==> src/rtl/nmr_pkg.sv <==
// Package: shared sub-address encoding for the identity register unit.
// Assumes a 2-bit sub-address; the codes are fixed by the host software map.
package nmr_pkg;
    typedef enum logic [1:0] {
        SUB_PROBE = 2'd0,
        SUB_OWN   = 2'd1,
        SUB_SUCC  = 2'd2,
        SUB_NONE  = 2'd3
    } nmr_sub_e;
endpackage

==> src/rtl/nmr_id_regs.sv <==
// Own and probe identifier storage.
// Assumes write strobes are already decoded and mutually exclusive.
module nmr_id_regs #(
    parameter int unsigned ID_W = 8
) (
    input  logic            clk,
    input  logic            rst_n,
    input  logic            wr_own,
    input  logic            wr_probe,
    input  logic [ID_W-1:0] wdata,
    output logic [ID_W-1:0] own_q,
    output logic [ID_W-1:0] probe_q
);
    // Own identifier register, cleared only by reset.
    always_ff @(posedge clk) begin
        if (!rst_n)      own_q <= '0;
        else if (wr_own) own_q <= wdata;
    end

    // Probe identifier register, cleared only by reset.
    always_ff @(posedge clk) begin
        if (!rst_n)        probe_q <= '0;
        else if (wr_probe) probe_q <= wdata;
    end
endmodule

==> src/rtl/nmr_succ.sv <==
// Successor identifier and its sticky change flag.
// Assumes the update strobe is one cycle per load; an update outranks a clearing read.
module nmr_succ #(
    parameter int unsigned ID_W = 8
) (
    input  logic            clk,
    input  logic            rst_n,
    input  logic            upd,
    input  logic [ID_W-1:0] upd_id,
    input  logic            rd_clr,
    output logic [ID_W-1:0] succ_q,
    output logic            chg_q
);
    // Successor value, loaded only by the sequencer.
    always_ff @(posedge clk) begin
        if (!rst_n)   succ_q <= '0;
        else if (upd) succ_q <= upd_id;
    end

    // Change flag: set on every load, cleared by a read unless a load coincides.
    always_ff @(posedge clk) begin
        if (!rst_n)      chg_q <= 1'b0;
        else if (upd)    chg_q <= 1'b1;
        else if (rd_clr) chg_q <= 1'b0;
    end
endmodule

==> src/rtl/nmr_probe.sv <==
// Probe-hit detector over the observed token-destination stream.
// Assumes compare values are the registered identifiers of the current cycle.
module nmr_probe #(
    parameter int unsigned ID_W = 8
) (
    input  logic            clk,
    input  logic            rst_n,
    input  logic [ID_W-1:0] probe_id,
    input  logic [ID_W-1:0] succ_id,
    input  logic            wr_probe,
    input  logic            obs_valid,
    input  logic [ID_W-1:0] obs_dest,
    output logic            hit_q
);
    logic match;

    // Qualified match: non-zero probe, not the own successor, equal destination.
    always_comb begin
        match = obs_valid && (probe_id != '0) && (probe_id != succ_id)
                && (obs_dest == probe_id);
    end

    // Sticky hit bit; a probe write clears it and wins over a match.
    always_ff @(posedge clk) begin
        if (!rst_n)        hit_q <= 1'b0;
        else if (wr_probe) hit_q <= 1'b0;
        else if (match)    hit_q <= 1'b1;
    end
endmodule

==> src/rtl/node_map_regs.sv <==
// Top: host-addressed identity registers with wake/join gating,
// successor-change flag and probe detection.
// Assumes one host access per cycle; read data is combinational on host_sel.
module node_map_regs #(
    parameter int unsigned ID_W  = 8,
    parameter int unsigned SEL_W = 2
) (
    input  logic             clk,
    input  logic             rst_n,
    input  logic [SEL_W-1:0] host_sel,
    input  logic             host_wr,
    input  logic             host_rd,
    input  logic [ID_W-1:0]  host_wdata,
    output logic [ID_W-1:0]  host_rdata,
    input  logic             tx_cfg_en,
    input  logic             seq_upd,
    input  logic [ID_W-1:0]  seq_next_id,
    input  logic             obs_valid,
    input  logic [ID_W-1:0]  obs_dest,
    output logic             core_awake,
    output logic             tx_join,
    output logic             next_irq,
    output logic             probe_hit
);
    import nmr_pkg::*;

    nmr_sub_e        sub;
    logic            wr_own, wr_probe, rd_succ;
    logic [ID_W-1:0] own_q, probe_q, succ_q;

    // Sub-address decode into per-register strobes.
    always_comb begin
        sub      = nmr_sub_e'(host_sel[1:0]);
        wr_own   = host_wr && (sub == SUB_OWN);
        wr_probe = host_wr && (sub == SUB_PROBE);
        rd_succ  = host_rd && (sub == SUB_SUCC);
    end

    nmr_id_regs #(.ID_W(ID_W)) ids_i (
        .clk(clk), .rst_n(rst_n), .wr_own(wr_own), .wr_probe(wr_probe),
        .wdata(host_wdata), .own_q(own_q), .probe_q(probe_q)
    );

    nmr_succ #(.ID_W(ID_W)) succ_i (
        .clk(clk), .rst_n(rst_n), .upd(seq_upd), .upd_id(seq_next_id),
        .rd_clr(rd_succ), .succ_q(succ_q), .chg_q(next_irq)
    );

    nmr_probe #(.ID_W(ID_W)) probe_i (
        .clk(clk), .rst_n(rst_n), .probe_id(probe_q), .succ_id(succ_q),
        .wr_probe(wr_probe), .obs_valid(obs_valid), .obs_dest(obs_dest),
        .hit_q(probe_hit)
    );

    // Read-data multiplexer; the unused code returns zero.
    always_comb begin
        unique case (sub)
            SUB_PROBE: host_rdata = probe_q;
            SUB_OWN:   host_rdata = own_q;
            SUB_SUCC:  host_rdata = succ_q;
            default:   host_rdata = '0;
        endcase
    end

    // Wake and join gating for the node core.
    always_comb begin
        core_awake = (own_q != '0);
        tx_join    = core_awake && tx_cfg_en;
    end
endmodule

==> config.mk <==
export PLATFORM = sky130hd
export DESIGN_NAME = node_map_regs
export DESIGN_NICKNAME = d
export VERILOG_FILES = /design/src/rtl/nmr_pkg.sv /design/src/rtl/nmr_id_regs.sv /design/src/rtl/nmr_succ.sv /design/src/rtl/nmr_probe.sv /design/src/rtl/node_map_regs.sv
export SDC_FILE = /design/constraint.sdc
export NUM_CORES = 1
export LEC_CHECK = 0
export ABC_AREA = 1
export ABC_CLOCK_PERIOD_IN_PS = 1800
export CAP_MARGIN = 20
export CORE_UTILIZATION = 35
export CTS_BUF_LIST = sky130_fd_sc_hd__clkbuf_16
export CTS_CLUSTER_SIZE = 28
export DETAILED_ROUTE_END_ITERATION = 16
export DONT_BUFFER_PORTS = 1
export SETUP_SLACK_MARGIN = 0.4
export SYNTH_ARGS = -nofsm -noshare
export SYNTH_HDL_FRONTEND = slang
export SYNTH_SLANG_ARGS = --single-unit
==> constraint.sdc <==
create_clock -name clk -period 1.8 [get_ports clk]
set_input_delay 0.09 -clock clk [delete_from_list [all_inputs] [get_ports clk]]
set_output_delay 0.09 -clock clk [all_outputs]
set_load 0.02 [all_outputs]
---- After elaboration in Yosys (flattened, before gate mapping) ----
Index checks and enable logic that the tools add are counted.
W data, S select, Z words.
cells by class
  bitwise gates (word level) .............. 1
  eq/ne operators ......................... 4
  reduce and logical (&&, ||, !) cells .... 12
  mux-type cells .......................... 3
operators by type and width
  kind                  number
  $pmux W8 S3           1
  $reduce_bool A8 Y1    2
  $eq A8 B8 Y1          1
  $ne A8 B8 Y1          1
  $logic_and A1 B1 Y1   7
  $eq A2 B1 Y1 const B  1
  $eq A2 B2 Y1 const B  1
  $logic_not A2 Y1      1
  $mux W1               2
  $reduce_bool A2 Y1    1
  $reduce_or A2 Y1      1
  $not A1 Y1            1
word-level totals
  register bits ........................... 26
  word-level logic and storage cells ...... 25

---- Logic depth before layout (Yosys ltp) ----
Gate-level depths: netlist of the first run.
  word-level depth ........................ 4
  gate-level depth with buffers ........... 8
  mapped depth without buffers ............ 8

---- Modules after synthesis ----
A second synthesis of the first run with hierarchy kept.
unflattened totals
  cells, all modules ...................... 263
  area total of the unflattened synthesis .. 1,546.5 µm²
by module, submodules not included
  module         times used  area each (µm²)  cells an instance
  nmr_id_regs    1           675.6            94
  nmr_probe      1           355.3            80
  nmr_succ       1           304.0            38
  node_map_regs  1           211.5            51

---- Worst setup path before layout of the first run ----
Ideal clock, no wire load.
  kind .................................... flip-flop to output port
  start point ............................. reg ids_i.own_q[4]
  end point ............................... out tx_join
  required time ........................... 1.710 ns
  cell stages (with the launch flop) ...... 3
  arrival ................................. 0.878 ns
  buffers on the path ..................... 0
  slack ................................... 0.832 ns
  cell sequence ........................... dfxtp_1 > nor4_1 > a21boi_0
between the ends
  cells in the longest elaborated chain, start to end .. 2
RTL lines
  item                    RTL line             source
  start, declared         nmr_id_regs.sv:11    output logic [ID_W-1:0] own_q,
  start signal, assigned  nmr_id_regs.sv:17    else if (wr_own) own_q <= wdata;
  $reduce_bool A8 Y1      node_map_regs.sv:67  core_awake = (own_q != '0);
  $logic_and A1 B1 Y1     node_map_regs.sv:68  tx_join = core_awake && tx_cfg_en;
  end, declared           node_map_regs.sv:21  output logic tx_join,
No other way between the ends.

---- Worst setup path in the final report of the first run ----
  start point ............................. reg ids_i.probe_q[0]
  end point ............................... out host_rdata[0]
between the ends
  cells in the longest elaborated chain, start to end .. 1
RTL lines
  item                    RTL line             source
  start, declared         nmr_id_regs.sv:12    output logic [ID_W-1:0] probe_q
  start signal, assigned  nmr_id_regs.sv:23    else if (wr_probe) probe_q <= wdata;
  $pmux W8 S3             node_map_regs.sv:57  unique case (sub)
  end, declared           node_map_regs.sv:14  output logic [ID_W-1:0] host_rdata,
No other way between the ends.

==> flow_metrics.tcl, run 1 <==
set metrics [dict create \
    outcome "complete, but fails checks" \
    violations "hold timing" \
    ir_drop_mv 0.353 \
    gp_congestion 0.776 \
    die_h_um 64.0 \
    drt_iter0_drc 53 \
    cp_data_required_time_ps 1710 \
    tritoncts "done" \
    layout.nets 237 \
    fmax_mhz 765 \
    antenna_found_initial 0 \
    clkLatencyLatePin_ps 260 \
    via_per_inst 4.88 \
    use_met1_pct 22.8 \
    synth_edf_count 0 \
    drcViolationCount 0 \
    setup_violations 0 \
    synth_flop_cell "dfxtp_1" \
    synth_fp_nets 231 \
    worst_slew_pin_slew_ps 732 \
    synth-simple-area-share_pct 22.5 \
    clk_pin_slew_worst_paths_ps 60 \
    synth-warning-count 0 \
    synth_top_family_by_area "compound AO/OA/AOI/OAI gates" \
    clkPwrFrac_pct 36.7 \
    routedWlPerCell_um 13.3 \
    combPwrFrac_pct 15.5 \
    max_slew_margin_pct 51.2 \
    fp-row-count 22 \
    grt_max_degree 27 \
    cp_cell_sequence "inv_1 > o221ai_1" \
    area_growth_pct 13.5 \
    busiest_layer "met2" \
    power_switching_mw 0.356 \
    die_x_um 64.0 \
    n_antenna_cell 0 \
    maxCapViolCount 0 \
    leakagePower_nw 0.630 \
    finalHoldViolations 1 \
    cp_slowest_cell "o221ai_1" \
    cts_sinks 26 \
    crit_path_max_incr_delay_ps 460 \
    path_class "reg -> out" \
    numCtsBuffers 3 \
    cp-start-kind "register" \
    rrSetupSlack_ps 700 \
    port_buffers 0 \
    p_sw_share_pct 26.7 \
    dr.pass1.iters 4 \
    grt_util_met3_pct 5.00 \
    whs_ps -1.06 \
    syn_area_per_cell_um2 6.80 \
    synth_compound_area_share_pct 24.2 \
    core_area_um2 3690 \
    sequentialPowerShare_pct 47.8 \
    synth.yosys.seq_area_share_pct 38.7 \
    vias 1220 \
    ant_nets 0 \
    crit_arrival_ps 1220 \
    grt_pass1_wl_um 5510 \
    utilization_pct 41.4 \
    yosys.area_share.adder_pct 0 \
    synth.distinct_cells 23 \
    muxShareOfSynthArea_pct 0 \
    cts_buffer_depth 2 \
    layout.filler_cells 406 \
    min_period_ps 1310 \
    dp_hpwl_um 2570 \
    use_met2_pct 27.7 \
    htreeDepth 1 \
    synthCells 198 \
    dieArea_um2 4100 \
    internal_power_mw 0.979 \
    syn_area_um2 1350 \
    track_usage_pct 17.6 \
    finalMaxSlewViolations 0 \
    io_pins 45 \
    async_flop_share_pct 0 \
    hold_path_class "in -> reg" \
    cellPowerDensity_nw_per_um2 874 \
    synth_xor_area_share_pct 3.90 \
    clockRootBuffer "clkbuf_16" \
    ys_ff_latch 26 \
    start_util_pct 36.5 \
    min_period_over_period_pct 72.6 \
    grt_overflow_total 0 \
    fin_skew_ps 1.18 \
    crit_path_end_kind "output port" \
    fin_tns_setup_ps 0 \
    worstPathMaxFanout 4 \
    wl_um 3320 \
    drive_above_1_share_pct 6.93 \
    grt_pass1_vias 1135 \
    grt_setup_unrepaired "no" \
]
==> placed cells by master, fill, tap and decap left out, drive strengths merged <==
| cell type | netlist | routed |
|---|---|---|
| dlygate4sd3 | 0 | 5 |
| dlymetal6s4s | 0 | 1 |
| a21oi | 21 | 21 |
| nor4 | 2 | 2 |
| a21boi | 3 | 3 |
| o21ai | 24 | 24 |
| xnor2 | 6 | 6 |
| dfxtp | 26 | 26 |
| o221ai | 8 | 8 |
| nor2 | 19 | 19 |
| nand4 | 1 | 1 |
| nand3 | 4 | 4 |
| inv | 31 | 31 |
| nand2 | 48 | 48 |
| clkbuf | 1 | 3 |
==> sequential cells by signal, indices dropped and copies added, names as in the netlist <==
name and cells:
ids_i.own_q 8, ids_i.probe_q 8, probe_i.hit_q 1, succ_i.chg_q 1, succ_i.succ_q 8
==> Yosys cell counts (all sizes together) (2+ instances only) <==
| library cell | instances | area [um^2] |
|---|---|---|
| inv | 31 | 116 |
| nor2 | 19 | 73.8 |
| dfxtp | 26 | 521 |
| o21ai | 24 | 120 |
| nand3 | 4 | 25.0 |
| nor4 | 2 | 12.5 |
| a21boi | 3 | 26.3 |
| buf | 4 | 25.0 |
| a21oi | 21 | 109 |
| o221ai | 8 | 70.1 |
| nand2 | 48 | 185 |
| xnor2 | 6 | 52.6 |
==> cell type report <==
type / count / area (um^2) / area share (%)
flip-flops and latches: 26 / 520 / 34.1
repair buffers: 6 / 62.6 / 4.09
inverters: 31 / 116 / 7.62
clock buffers: 3 / 75.1 / 4.91
well taps: 48 / 60.1 / 3.93
multi-input cells: 136 / 693 / 45.4
==> worst paths after layout <==
| kind | startpoint | end | depth (start not counted) |
|---|---|---|---|
| worst min register to register | ids_i.own_q[3]$_SDFFE_PN0P_ | ids_i.own_q[3]$_SDFFE_PN0P_ | 2 |
| worst max-delay path | ids_i.probe_q[0]$_SDFFE_PN0P_ | host_rdata[0] | 2 |
| worst min-delay path | seq_upd | succ_i.succ_q[6]$_SDFFE_PN0P_ | 2 |
| worst max register to register | ids_i.probe_q[5]$_SDFFE_PN0P_ | probe_i.hit_q$_SDFFE_PP0P_ | 8 |
==> power groups by stage <==
stage	Clock, mW	Combinational [mW]	Sequential (mW)
2_1_floorplan	0	0.165	0.643
3_3_place_gp	0	0.189	0.650
3_5_place_dp	0	0.188	0.650
4_1_cts	0.499	0.206	0.637
5_1_grt	0.524	0.233	0.643
6_report	0.490	0.207	0.638
==> stage by stage <==
step                area, um^2  std cells  total power, mW  hold slack [ps]  worst slack (ps)
floorplan                 1350        198            0.808              225               832
global placement          1380        241            0.838              232               670
detailed placement        1380        241            0.838              232               671
CTS                       1510        250             1.34             3.59               452
global route              1530        250             1.40             3.83               429
finish                    1530        250             1.33            -1.06               494
==> worst max-delay path, delay by kind of cell, from the launching register on <==
| kind | cells | cell delay [ps] |
|---|---|---|
| AOI/OAI and AO/OA | 1 | 460 |
| DFF | 1 | 380 |
| buffers and inverters | 1 | 110 |
==> repair_timing <==
action | in CTS | in global routing
endpoints found under the hold margin | 26 | 0
resized for setup | 1 | 3
cloned | 0 | 0
setup buffers | 0 | 0
setup endpoints to repair | 1 | 11
hold buffers | 6 | 0
==> cell families after synthesis <==
group	after synthesis
AND/OR/NAND/NOR	74
AO/OA/AOI/OAI	56
buffers and inverters	36
flip-flops	26
XOR/XNOR	6
==> routing by layer <==
metal  up-vias  wire length, um  part of all wire [%]
li1        653                -                     -
met2        37             1490                    45
met3         5              205                   6.2
met5         -                0                     0
met4         0               45                   1.4
met1       525             1580                    48
(Power assumes the default switching activity.)
==> run 2: changes to the inputs <==
- ABC_CLOCK_PERIOD_IN_PS: 1800 -> 1050
- clock period: 1.8 -> 1.05 ns (I/O delays scaled with it)
==> run 2 against run 1 <==
Utilization rose by 8.7 points. Cell area rose by 21%. Sequential share of layout area fell by 3.6 points. Wire length rose by 7.5%. Critical path depth did not move. The flow finishes with violations (hold timing, setup timing).
==> flow_metrics.tcl, run 2 (synthesis gave the netlist of run 1 again) <==
set metrics [dict create \
    outcome "complete, but fails checks" \
    violations "hold timing, setup timing" \
    track_usage_pct 17.9 \
    final_common_cell "nand2_1" \
    whs_ps -110 \
    setup_violations 5 \
    vias 1297 \
    dp_hpwl_um 2550 \
    fmax_mhz 887 \
    cp-start-kind "register" \
    maxCapViolCount 0 \
    layout.filler_cells 359 \
    path_class "reg -> out" \
    grt_pass1_wl_um 5640 \
    finalMaxSlewViolations 0 \
    design_area_um2 1850 \
    numCtsBuffers 3 \
    layout_common_cells "nand2_1, dfxtp_2, nor2_1, o21ai_0, inv_1" \
    crit_path_end_kind "output port" \
    crit_arrival_ps 1080 \
    fin_skew_ps 3.14 \
    fin_tns_setup_ps -204 \
    clkLatencyLatePin_ps 260 \
    die_x_um 64.0 \
    cp_data_required_time_ps 1000 \
    io_pins 45 \
    placed_area_um2 1540 \
    min_period_ps 1130 \
    start_util_pct 36.5 \
    setup_ws_ps -77.9 \
    clk_pin_slew_worst_paths_ps 60 \
    n_antenna_cell 0 \
    die_h_um 64.0 \
    grt_setup_unrepaired "yes" \
    dieArea_um2 4100 \
    drcViolationCount 0 \
    fp-row-count 22 \
    leakagePower_nw 0.700 \
    largestRegisters "ids_i.own_q: 8 flops, ids_i.probe_q: 8 flops, succ_i.succ_q: 8 flops" \
    grt_overflow_total 0 \
    cts_buffer_depth 2 \
    via_per_inst 5.11 \
    worstPathMaxFanout 2 \
    max_slew_margin_pct 69.3 \
    placedCellCount 246 \
    tritoncts "done" \
    cts_sinks 26 \
    antenna_found_initial 0 \
    grt_pass1_vias 1222 \
    finalNonFillerCells 254 \
    min_period_over_period_pct 107 \
    dr.pass1.iters 4 \
    cellPowerDensity_nw_per_um2 1310 \
    finalHoldViolations 26 \
    routedWlPerCell_um 14.1 \
    clockRootBuffer "clkbuf_16" \
    area_growth_pct 37.4 \
    ir_drop_mv 0.840 \
    drt_iter0_drc 50 \
    gp_congestion 0.834 \
    layout.nets 241 \
    grt_max_degree 27 \
    worst_slew_pin_slew_ps 461 \
    ant_nets 0 \
    wl_um 3570 \
    drive_above_1_share_pct 45.1 \
    port_buffers 0 \
    core_area_um2 3690 \
    htreeDepth 1 \
    hold_path_class "in -> reg" \
]
-- run 2: changes by cell type in the layout (fill, tap and decap cells not counted), moves of 8 or more --
cell,change
inv_1,-14
dfxtp_2,+20
inv_2,+8
a21oi_2,+9
dfxtp_1,-25
a21oi_1,-9
-- run 2: where the power goes --
| group | switching [mW] | internal (mW) |
|---|---|---|
| clock | 0.334 | 0.505 |
| combinational | 0.276 | 0.195 |
| sequential | 0.0667 | 1.05 |
-- run 2: layer usage --
layer | vias to the layer above | share of wire [%] | global-route usage, % | wire, um
met5 | - | 0 | 0 | 0
met4 | 0 | 2.2 | 6.53 | 78
met3 | 9 | 5.5 | 5.00 | 198
met2 | 38 | 48 | 29.7 | 1700
met1 | 582 | 45 | 21.9 | 1590
li1 | 668 | - | - | -
-- run 2: metrics by stage --
step                      worst slack, ps  utilization [%]  power, mW  hold WS [ps]
final                               -77.9             50.1       2.42          -110
after global routing                 -145             50.1       2.52          -109
after CTS                           -94.8             47.2       2.38          -108
after detailed placement             5.40             41.9       1.52           192
after global placement               11.7             41.9       1.52           189
after floorplan                       150                -       1.45           183
-- run 2: what timing repair did --
item | CTS | global route
endpoints found under the hold margin | 26 | 26
pin swaps | 16 | 17
gates resized for setup | 36 | 30
endpoints found under the setup margin | 17 | 31
buffers inserted | 1 | 4
-- run 2: area by class of cell --
| cell class | count | area [um^2] | share of cell area, % |
|---|---|---|---|
| clock buffer | 3 | 75.1 | 4.06 |
| sequential | 26 | 564 | 30.5 |
| inverter | 31 | 134 | 7.24 |
| timing repair buffer | 10 | 101 | 5.48 |
| tap | 48 | 60.1 | 3.25 |
| multi-input combinational | 136 | 915 | 49.5 |
-- run 2: critical path: stages (launching register included) --
cell and delay, ps:
dfxtp_2 330, nor4_4 330, a21boi_2 160
-- run 2: path summary, 6_finish.rpt --
kind                                  from                            end  depth (start not counted)  slack [ps]
max reg2reg  ids_i.probe_q[3]$_SDFFE_PN0P_     probe_i.hit_q$_SDFFE_PP0P_                          8         -20
min reg2reg     probe_i.hit_q$_SDFFE_PP0P_     probe_i.hit_q$_SDFFE_PP0P_                          2         470
max            ids_i.own_q[7]$_SDFFE_PN0P_                        tx_join                          2         -80
min                                  rst_n  succ_i.succ_q[3]$_SDFFE_PN0P_                          2        -110
